**config.mk**
```make
export PLATFORM = sky130hd
export DESIGN_NAME = irq_gate_top
export DESIGN_NICKNAME = d
export VERILOG_FILES = /design/src/rtl/irq_gate_pkg.sv /design/src/rtl/irq_gate_decode.sv /design/src/rtl/irq_gate_chan.sv /design/src/rtl/irq_gate_top.sv
export SDC_FILE = /design/constraint.sdc
export NUM_CORES = 1
export LEC_CHECK = 0
export ABC_AREA = 1
export BUFFER_PORTS_ARGS = -buffer_cell sky130_fd_sc_hd__buf_4
export CORE_AREA = 3 3 40 42
export DETAILED_ROUTE_END_ITERATION = 16
export DIE_AREA = 0 0 43 45
export PLACE_DENSITY = 0.5
export REMOVE_ABC_BUFFERS = 1
export SLEW_MARGIN = 10
export SYNTH_ARGS = -nofsm -noshare
export SYNTH_HDL_FRONTEND = slang
export SYNTH_SLANG_ARGS = --single-unit
```
**constraint.sdc**
```tcl
create_clock -name clk_i -period 0.8 [get_ports clk_i]
set_input_delay 0.04 -clock clk_i [delete_from_list [all_inputs] [get_ports clk_i]]
set_output_delay 0.04 -clock clk_i [all_outputs]
set_load 0.01 [all_outputs]
```
**src/rtl/irq_gate_pkg.sv**
```systemverilog
package irq_gate_pkg;

  typedef enum logic [1:0] {
    ACC_NONE = 2'd0,
    ACC_SET  = 2'd1,
    ACC_CLR  = 2'd2
  } acc_e;

  // location of a channel's register: base plus channel index times stride
  function automatic logic [11:0] chan_loc(input logic [11:0] base,
                                           input logic [11:0] stride,
                                           input int unsigned idx);
    chan_loc = base + 12'(idx) * stride;
  endfunction

endpackage

```
**src/rtl/irq_gate_decode.sv**
```systemverilog
module irq_gate_decode
  import irq_gate_pkg::*;
#(
  parameter int unsigned NUM_CH    = 2,
  parameter int unsigned ADDR_W    = 12,
  parameter int unsigned DATA_W    = 8,
  parameter logic [11:0] EN_BASE   = 12'h880,
  parameter logic [11:0] ST_BASE   = 12'h8A4,
  parameter logic [11:0] CH_STRIDE = 12'h400
) (
  input  logic [ADDR_W-1:0] addr_i,
  input  logic              rd_i,
  input  logic              wr_i,
  input  logic [DATA_W-1:0] wdata_i,
  output acc_e              acc_o [NUM_CH],
  output logic [NUM_CH-1:0] st_sel_o
);

  // control accesses act on the strobe type alone
  logic unused_wdata;
  assign unused_wdata = ^wdata_i;

  for (genvar c = 0; c < NUM_CH; c++) begin : g_ch
    localparam logic [11:0] EN_LOC = chan_loc(EN_BASE, CH_STRIDE, c);
    localparam logic [11:0] ST_LOC = chan_loc(ST_BASE, CH_STRIDE, c);
    logic en_hit;
    assign en_hit = (addr_i == EN_LOC[ADDR_W-1:0]);

    always_comb begin
      if (en_hit && wr_i)      acc_o[c] = ACC_SET;  // write wins
      else if (en_hit && rd_i) acc_o[c] = ACC_CLR;
      else                     acc_o[c] = ACC_NONE;
    end

    assign st_sel_o[c] = rd_i && (addr_i == ST_LOC[ADDR_W-1:0]);
  end

endmodule

```
**src/rtl/irq_gate_chan.sv**
```systemverilog
module irq_gate_chan
  import irq_gate_pkg::*;
(
  input  logic clk_i,
  input  logic rst_ni,
  input  acc_e acc_i,
  input  logic drv_irq_i,
  output logic en_o,
  output logic req_o
);

  logic en_q;

  always_ff @(posedge clk_i or negedge rst_ni) begin
    if (!rst_ni) begin
      en_q <= 1'b0;
    end else begin
      case (acc_i)
        ACC_SET: en_q <= 1'b1;
        ACC_CLR: en_q <= 1'b0;
        default: en_q <= en_q;
      endcase
    end
  end

  assign en_o  = en_q;
  assign req_o = drv_irq_i & en_q;

endmodule

```
**src/rtl/irq_gate_top.sv**
```systemverilog
module irq_gate_top
  import irq_gate_pkg::*;
#(
  parameter int unsigned NUM_CH    = 2,
  parameter int unsigned ADDR_W    = 12,
  parameter int unsigned DATA_W    = 8,
  parameter logic [11:0] EN_BASE   = 12'h880,
  parameter logic [11:0] ST_BASE   = 12'h8A4,
  parameter logic [11:0] CH_STRIDE = 12'h400
) (
  input  logic              clk_i,
  input  logic              rst_ni,
  input  logic [11:0]       addr_i,
  input  logic              rd_i,
  input  logic              wr_i,
  input  logic [7:0]        wdata_i,
  output logic [7:0]        rdata_o,
  input  logic [1:0]        drv_irq_i,
  output logic              irq_o
);

  acc_e              acc [NUM_CH];
  logic [NUM_CH-1:0] st_sel;
  logic [NUM_CH-1:0] en_q;
  logic [NUM_CH-1:0] req;

  irq_gate_decode #(
    .NUM_CH   (NUM_CH),
    .ADDR_W   (ADDR_W),
    .DATA_W   (DATA_W),
    .EN_BASE  (EN_BASE),
    .ST_BASE  (ST_BASE),
    .CH_STRIDE(CH_STRIDE)
  ) u_decode (
    .addr_i  (addr_i),
    .rd_i    (rd_i),
    .wr_i    (wr_i),
    .wdata_i (wdata_i),
    .acc_o   (acc),
    .st_sel_o(st_sel)
  );

  for (genvar c = 0; c < NUM_CH; c++) begin : g_chan
    irq_gate_chan u_chan (
      .clk_i    (clk_i),
      .rst_ni   (rst_ni),
      .acc_i    (acc[c]),
      .drv_irq_i(drv_irq_i[c]),
      .en_o     (en_q[c]),
      .req_o    (req[c])
    );
  end

  assign irq_o = |req;

  // status reads show the raw request; everything else reads zero
  always_comb begin
    rdata_o = '0;
    for (int c = 0; c < NUM_CH; c++) begin
      if (st_sel[c]) rdata_o[0] = drv_irq_i[c];
    end
  end

endmodule

```
# ---- Word-level counts from Yosys, hierarchy flattened
# Index checks and enable logic that the tools add are counted.
dict set report op_classes {
  eq_ne 8
  muxes 8
  bitwise 2
  n_reduce_logical 9
}
# operator n
set op_table {}
lappend op_table {{$eq A12 B12 Y1 const B} 4}
lappend op_table {{$mux W2} 4}
lappend op_table {{$logic_and A1 B1 Y1} 6}
lappend op_table {{$eq A2 B1 Y1 const B} 2}
lappend op_table {{$eq A2 B2 Y1 const B} 2}
lappend op_table {{$pmux W1 S2} 2}
lappend op_table {{$reduce_bool A2 Y1} 2}
lappend op_table {{$and A1 B1 Y1} 2}
lappend op_table {{$mux W1} 2}
lappend op_table {{$reduce_or A2 Y1} 1}
dict set report totals {
  register_bits 2
  input_bits 26
  out_inout_bits 9
}

# ---- Depth between registers and ports, before layout
# Gate-level depths: netlist of the first run.
dict set report depth {
  ltp_word 6
  depth_mapped 7
}

# ---- Hierarchy
# Synthesis of the first run repeated with hierarchy kept, for this count alone.
dict set report unflattened {
  hier_cells 61
  hier_area_um2 332.8
}
# mod instances cells_per_inst area_per_inst_um2 seq_area_each_um2
set by_module_without_submodules {}
lappend by_module_without_submodules {irq_gate_decode 1 34 138.9 0.0}
lappend by_module_without_submodules {irq_gate_chan 2 7 57.6 25.0}
lappend by_module_without_submodules {irq_gate_top 1 13 78.8 0.0}

# ---- Worst setup path before layout of the first run
# OpenSTA, ideal clock, no wires.
dict set report synth_timing {
  kind {reg-to-output}
  start {register g_chan[0].u_chan.en_q}
  end {output port irq_o}
  arrival_time_ns 0.587
  t_required_ns 0.760
  slack_ns 0.173
  stages_incl_launch_ff 2
  path_buffers 0
  path_cell_list {dfrtp_1 -> a22o_1}
}
dict set report synth_between {
  elab_chain_len 2
}
# element line_no
set synth_lines {}
lappend synth_lines {{start, declared} irq_gate_chan.sv:12} ;# logic en_q;
lappend synth_lines {{start signal, assigned} irq_gate_chan.sv:21} ;# default: en_q <= en_q;
lappend synth_lines {{$and A1 B1 Y1} irq_gate_chan.sv:27} ;# assign req_o = drv_irq_i & en_q;
lappend synth_lines {{$reduce_or A2 Y1} irq_gate_top.sv:54} ;# assign irq_o = |req;
lappend synth_lines {{end, declared} irq_gate_top.sv:19} ;# output logic irq_o
# No other way between the ends.

# ---- Final worst setup path of the first run
# Same ends and word-level chain as after synthesis.

==> impl_results.md, run 1 <==
- I/O Pins: 35
- Die extent in y: 45 µm
- R2R depth: 3
- Hold endpoint: g_chan[0].u_chan.en_o
- Worst VDD drop: approximately 0.4 mV
- Total track usage: under 10%
- Highest clock rate: between 1000 and 1500 MHz
- Worst Setup Slack, final: -0.157 ns
- Die ar.: 1940 µm²
- Crit path largest cell delay: roughly 0.36 ns
- Worst path slowest cell: dfrtp_1
- 1st-pass router iterations: 4
- Grt total ovfl: 0
- First-pass GRT wire length: around 960 µm
- Sum Neg Setup Slack: -0.157 ns
- Layout Skew: 0 ns
- Mapped cell area: between 200 and 300 µm²
- Overall power: around 0.00045 W
- Hold Path Class: in2reg
- Most frequent cells in the layout: 20 x buf_4, 8 x nor2_1, 7 x conb_1
- Min cycle time layout: approximately 0.96 ns
- Slew Viols, Final: 0
- Routed vias: 312
- Power per Cell Area: about 1000 nW/µm²
- CTS root buf: clkbuf_4
- GR Layer Usage met3: under 10%
- Routed Antenna Nets: 0
- Hold path depth: 3
- Failing checks: negative setup slack
- Core region area: about 1300 µm²
- R2R Setup Slk: roughly 0.10 ns
- HP Start: wr_i
- H-tree Lvls: 1
- CTS tree: built
- Port bufs: 19
- Row count: 13
- Unrepaired setup endpoints after global routing: true
- Clock transition at path regs: around 0.030 ns
- Fin util: 34.4%
- CP Data Required Time: between 0.7 and 0.8 ns
- Antenna diodes: 0
- Post-Synthesis Cells: slightly above 40
- Antenna violations before repair: 0
- Routed wire length: between 600 and 700 µm
- Avg Cell Area, Syn: around 6.2 µm²
- Vias per cell: slightly below 4
- Cell Count, Final, Fillers Out: 80
- Worst path arrival time: ~0.92 ns
- Post-DP HPWL: roughly 560 µm
- Pin count of the biggest net entering global routing: 5
- Setup violations, final: 1
- Distinct cells, synth: 14
- Final hold vios: 0
- Layout cells sized above 1: 46.2%
- Largest register FFs: 2
- Crit Path Category: reg2out
- Status: finished with violations
- Clk buf depth: 2
- Leak Pwr: ~0.24 nW
- Vias in the first global route: around 270
- CP max FO: 2
- Register bit total from synthesis: 2
- Clock latency on the worst-skew pair: ~0.22 ns
- Drt wl/cell: between 7 and 8 µm
- CP Capture Type: primary output
- Initial DRC Count: 2
- Gp weighted congestion: between 0.6 and 0.7
- Residual DRC count: 0
- Max Cap Violations: 0
- Synth warn: 0
- Grt met2 use: between 10% and 20%
- Met1 Use GR: 7.95%
- Initial Utilization: 19.8%
- Placed cell count: 74
- Gr busiest metal: met2
- Sink Count: 2
- Total CTS buffers: 3
- Nets: just over 90
- Reg-to-Reg End: g_chan[0].u_chan.en_o
- Hold_ws: 0.0629 ns
- Worst reg2reg startpoint: g_chan[0].u_chan.en_o
- Most common cell after layout, fill and taps aside: buf_4
- Final worst-path cycle share: 120%
- Sequential-to-total area share from yosys stat: around 20%
- Area Overhead vs Synth: 73.9%
- Crit path cell chain: a22o_1, buf_6
- CP Launch Type: flip-flop
- Die X: 43 µm
cell usage after synthesis (all sizes together):
cell	n	area, µm²
nand3	4	20.0
inv	3	11.3
nand2	8	32.5
nor3	1	5.00
dfrtp	2	50.1
nor2	12	57.6
nand3b	1	7.51
a22o	1	8.76
buf	7	52.6
o21ai	1	5.00
conb	1	3.75
power by group:
group	total [W]	internal [W]	switching (W)
logic	0.000125	0.0000709	0.0000537
registers	0.000103	0.000103	0.000000466
clock network	0.000217	0.000165	0.0000524
total	0.000445	0.000339	0.000107
metal layers:
| metal | routed length [µm] | up-vias | share of wire (%) |
|---|---|---|---|
| met4 | 0 | 0 | 0 |
| met3 | 76 | 0 | 12 |
| met1 | 251 | 134 | 40 |
| li1 | - | 163 | - |
| met5 | 0 | - | 0 |
| met2 | 308 | 15 | 49 |
kinds of logic (layout without fill, tap and decap cells):
family | after synthesis | count (layout) | synth area share, %
and+or+nand+nor | 26 | 26 | 48.3
AOI/OAI and AO/OA | 2 | 2 | 5.42
DFF | 2 | 2 | 19.7
buffers and inverters | 10 | 28 | 25.1
other | 1 | 7 | 1.48
per-stage QoR:
step	area (µm²)	setup slack, ns
floorplan	224	0.173
global placement	385	-0.00475
detailed placement	385	-0.0110
CTS	429	-0.173
global route	442	-0.200
finish	442	-0.157
final cells by class:
cell class	count	area, µm²
inverter	3	11.3
clock buffer	3	22.5
sequential	2	50.0
fill	152	843
tap	15	18.8
multi-input combinational	35	168
timing repair buffer	22	171
worst max path at each step:
stage,start,end,slack [ns]
after detailed placement,addr_i[9],g_chan[1].u_chan.en_o,-0.01
after global routing,g_chan[0].u_chan.en_o,irq_o,-0.20
after global placement,addr_i[9],g_chan[0].u_chan.en_o,-0.005
final,g_chan[0].u_chan.en_o,irq_o,-0.16
after CTS,g_chan[0].u_chan.en_o,irq_o,-0.17
after floorplan,g_chan[0].u_chan.en_o,irq_o,0.17
timing repair:
action / in CTS / in global routing
setup buffers: 1 / 1
gates resized for setup: 1 / 2
endpoints found under the hold margin: 2 / 0
pin swaps: 0 / 1
hold buffers: 1 / 0
setup endpoints to repair: 1 / 2
critical path: cells and delay by family (launching register included):
| kind | cells | cell delay [ns] |
|---|---|---|
| flops | 1 | 0.36 |
| compound gates | 1 | 0.22 |
| buf+inv | 1 | 0.12 |
Note: power is estimated with default switching activity, not from simulation.
==> inputs of run 2 (changes only) <==
==> constraint.sdc (replaced) <==
create_clock -name clk_i -period 0.8 [get_ports clk_i]
set_input_delay 0.2 -clock clk_i [delete_from_list [all_inputs] [get_ports clk_i]]
set_output_delay 0.2 -clock clk_i [all_outputs]
set_load 0.01 [all_outputs]
==> run 2 against run 1 <==
  * The flow still finishes with violations (negative setup slack)
  * First-iteration DRC count rose to 3.5 times the previous value
  * Setup slack worse by 0.16 ns
  * Cell area up 17%
  * Critical endpoint unchanged
==> impl_results.md, run 2 (same netlist as run 1, synthesis figures left out) <==
- Status: finished with violations
- Failing checks: negative setup slack
- Final worst-path cycle share: 139% (+20 points)
- Layout cells sized above 1: 55.2% (+9.1 points)
- Gp weighted congestion: 0.699 (+14%)
- Die X: 43 µm (unchanged)
- Min cycle time layout: 1.12 ns (+0.158 ns)
- 1st-pass router iterations: 4 (unchanged)
- Placed cell count: 77 (+4.1%)
- Vias in the first global route: 291 (+9.0%)
- Initial Utilization: 19.8% (unchanged)
- Final hold vios: 0 (unchanged)
- Gr busiest metal: met2
- Core region area: 1280 µm² (unchanged)
- Unrepaired setup endpoints after global routing: true
- Total CTS buffers: 3 (unchanged)
- Routed Antenna Nets: 0 (unchanged)
- Slew Viols, Final: 0 (unchanged)
- Switching pwr: 0.000110 W (+3.5%)
- Multi-input gate area: 190 µm² (+13%)
- Total track usage: 7.66% (+1.2 points)
- CP Data Required Time: 0.60 ns (-0.16 ns)
- Clock transition at path regs: 0.03 ns (about the same)
- Worst Setup Slack, final: -0.315 ns (-0.158 ns)
- Cell Count, Final, Fillers Out: 82 (+2.5%)
- Switch share: 23.5% (-0.48 points)
- P_int: 0.000360 W (+6.3%)
- Initial DRC Count: 7 (+5)
- Crit Path Category: reg2out
- Most common cell after layout, fill and taps aside: buf_4
- Grt met2 use: 14.4% (+3.9 points)
- Most frequent cells in the layout: 13 x buf_4, 9 x buf_6, 7 x nor2_1, 7 x conb_1, 6 x nand2_1
- Dpl ws: -0.270 ns (-0.259 ns)
- Pin count of the biggest net entering global routing: 5 (unchanged)
- CP Capture Type: primary output
- Clk buf depth: 2 (unchanged)
- First-pass GRT wire length: 1.17 mm (+22%)
- Met1 Use GR: 9.64% (+1.7 points)
- Max Cap Violations: 0 (unchanged)
- Vias per cell: 3.80 (-2.4%)
- GR Layer Usage met3: 0.398% (-2.0 points)
- Area Overhead vs Synth: 103%
- Largest register FFs: 2 (unchanged)
- Register area: 50.0 µm² (unchanged)
- Highest clock rate: 897 MHz (-14%)
- Residual DRC count: 0 (unchanged)
- H-tree Lvls: 1 (unchanged)
- Power per Cell Area: 910 nW/µm² (-9.7%)
- Fin util: 40.2% (+5.8 points)
- Post-DP HPWL: 571 µm (+1.9%)
- Filler cells: 150 (-1.3%)
- Die extent in y: 45 µm (unchanged)
- Hold Path Class: in2reg
- Layout Skew: 0 ns (unchanged)
- CP max FO: 2 (unchanged)
- Clock Power Share: 44.5% (-4.3 points)
- Port bufs: 19 (unchanged)
- CTS tree: built
- Drt wl/cell: 8.99 µm (+13%)
- Antenna violations before repair: 0 (unchanged)
- Routed vias: 312 (unchanged)
- Worst path arrival time: 0.92 ns (about the same)
- Leak Pwr: 0.260 nW (+9.6%)
- Nets: 95 (+2.2%)
- Sink Count: 2 (unchanged)
- Worst VDD drop: 0.383 mV (-1.5%)
- Combinational Power Share: 33.6% (+5.6 points)
- Routed wire length: 737 µm (+16%)
- Setup violations, final: 2 (+1)
- CP Launch Type: flip-flop
- Clock latency on the worst-skew pair: 0.21 ns (about the same)
- Row count: 13 (unchanged)
- I/O Pins: 35 (unchanged)
- CTS root buf: clkbuf_4
- Antenna diodes: 0 (unchanged)
- Reg power frac: 21.9% (-1.3 points)
- Die ar.: 1940 µm² (unchanged)
- Grt total ovfl: 0 (unchanged)
==> run 2: final timing paths <==
check / slack (ns) / cells past startpoint / startpoint / end
max in group asynchronous: 0.41 / 2 / rst_ni / g_chan[0].u_chan.en_o
min in group asynchronous: 0.30 / 2 / rst_ni / g_chan[1].u_chan.en_o
max: -0.32 / 2 / g_chan[0].u_chan.en_o / irq_o
min: 0.23 / 3 / wr_i / g_chan[0].u_chan.en_o
min reg2reg: 0.56 / 3 / g_chan[0].u_chan.en_o / g_chan[0].u_chan.en_o
max reg2reg: 0.10 / 3 / g_chan[1].u_chan.en_o / g_chan[1].u_chan.en_o
==> run 2: metrics by stage <==
stage / setup TNS (ns) / total power, W / hold WS [ns] / area [µm²]
global placement: -0.844 / 0.000222 / -0.0180 / 408
CTS: -0.573 / 0.000478 / 0.228 / 505
global route: -0.733 / 0.000500 / 0.236 / 517
floorplan: -0.0824 / 0.000143 / -0.0956 / 224
detailed placement: -0.859 / 0.000222 / -0.0168 / 408
finish: -0.540 / 0.000470 / 0.231 / 517
==> run 2: critical path: stages (launching register included) <==
cell     delay, ns
dfrtp_1       0.36
a22o_1        0.22
buf_6         0.12
==> run 2: routing by layer <==
layer	up-vias	share of wire, %
met4	0	0
met2	15	50
met3	0	9.0
met1	129	41
li1	168	-
met5	-	0
==> run 2: power groups by stage <==
| stage | sequential [W] | clock, W | combinational (W) |
|---|---|---|---|
| global placement | 0.000104 | 0 | 0.000118 |
| floorplan | 0.000104 | 0 | 0.0000387 |
| finish | 0.000103 | 0.000209 | 0.000158 |
| global route | 0.000103 | 0.000224 | 0.000173 |
| CTS | 0.000103 | 0.000225 | 0.000150 |
| detailed placement | 0.000104 | 0 | 0.000118 |
==> run 2: repair_timing <==
action                     CTS  global route
buffers inserted             2             0
resized for setup           17             3
hold endpoints to repair     2             0
hold buffers                 1             0
pin swaps                   12             4
setup endpoints to repair    4             4
==> run 2: final cells by class <==
| class | instances | area share [%] |
|---|---|---|
| repair buffers | 24 | 43.3 |
| multi-input cells | 35 | 36.8 |
| flip-flops and latches | 2 | 9.69 |
| clock buffers | 3 | 4.36 |
| well taps | 15 | 3.63 |
| inverters | 3 | 2.18 |
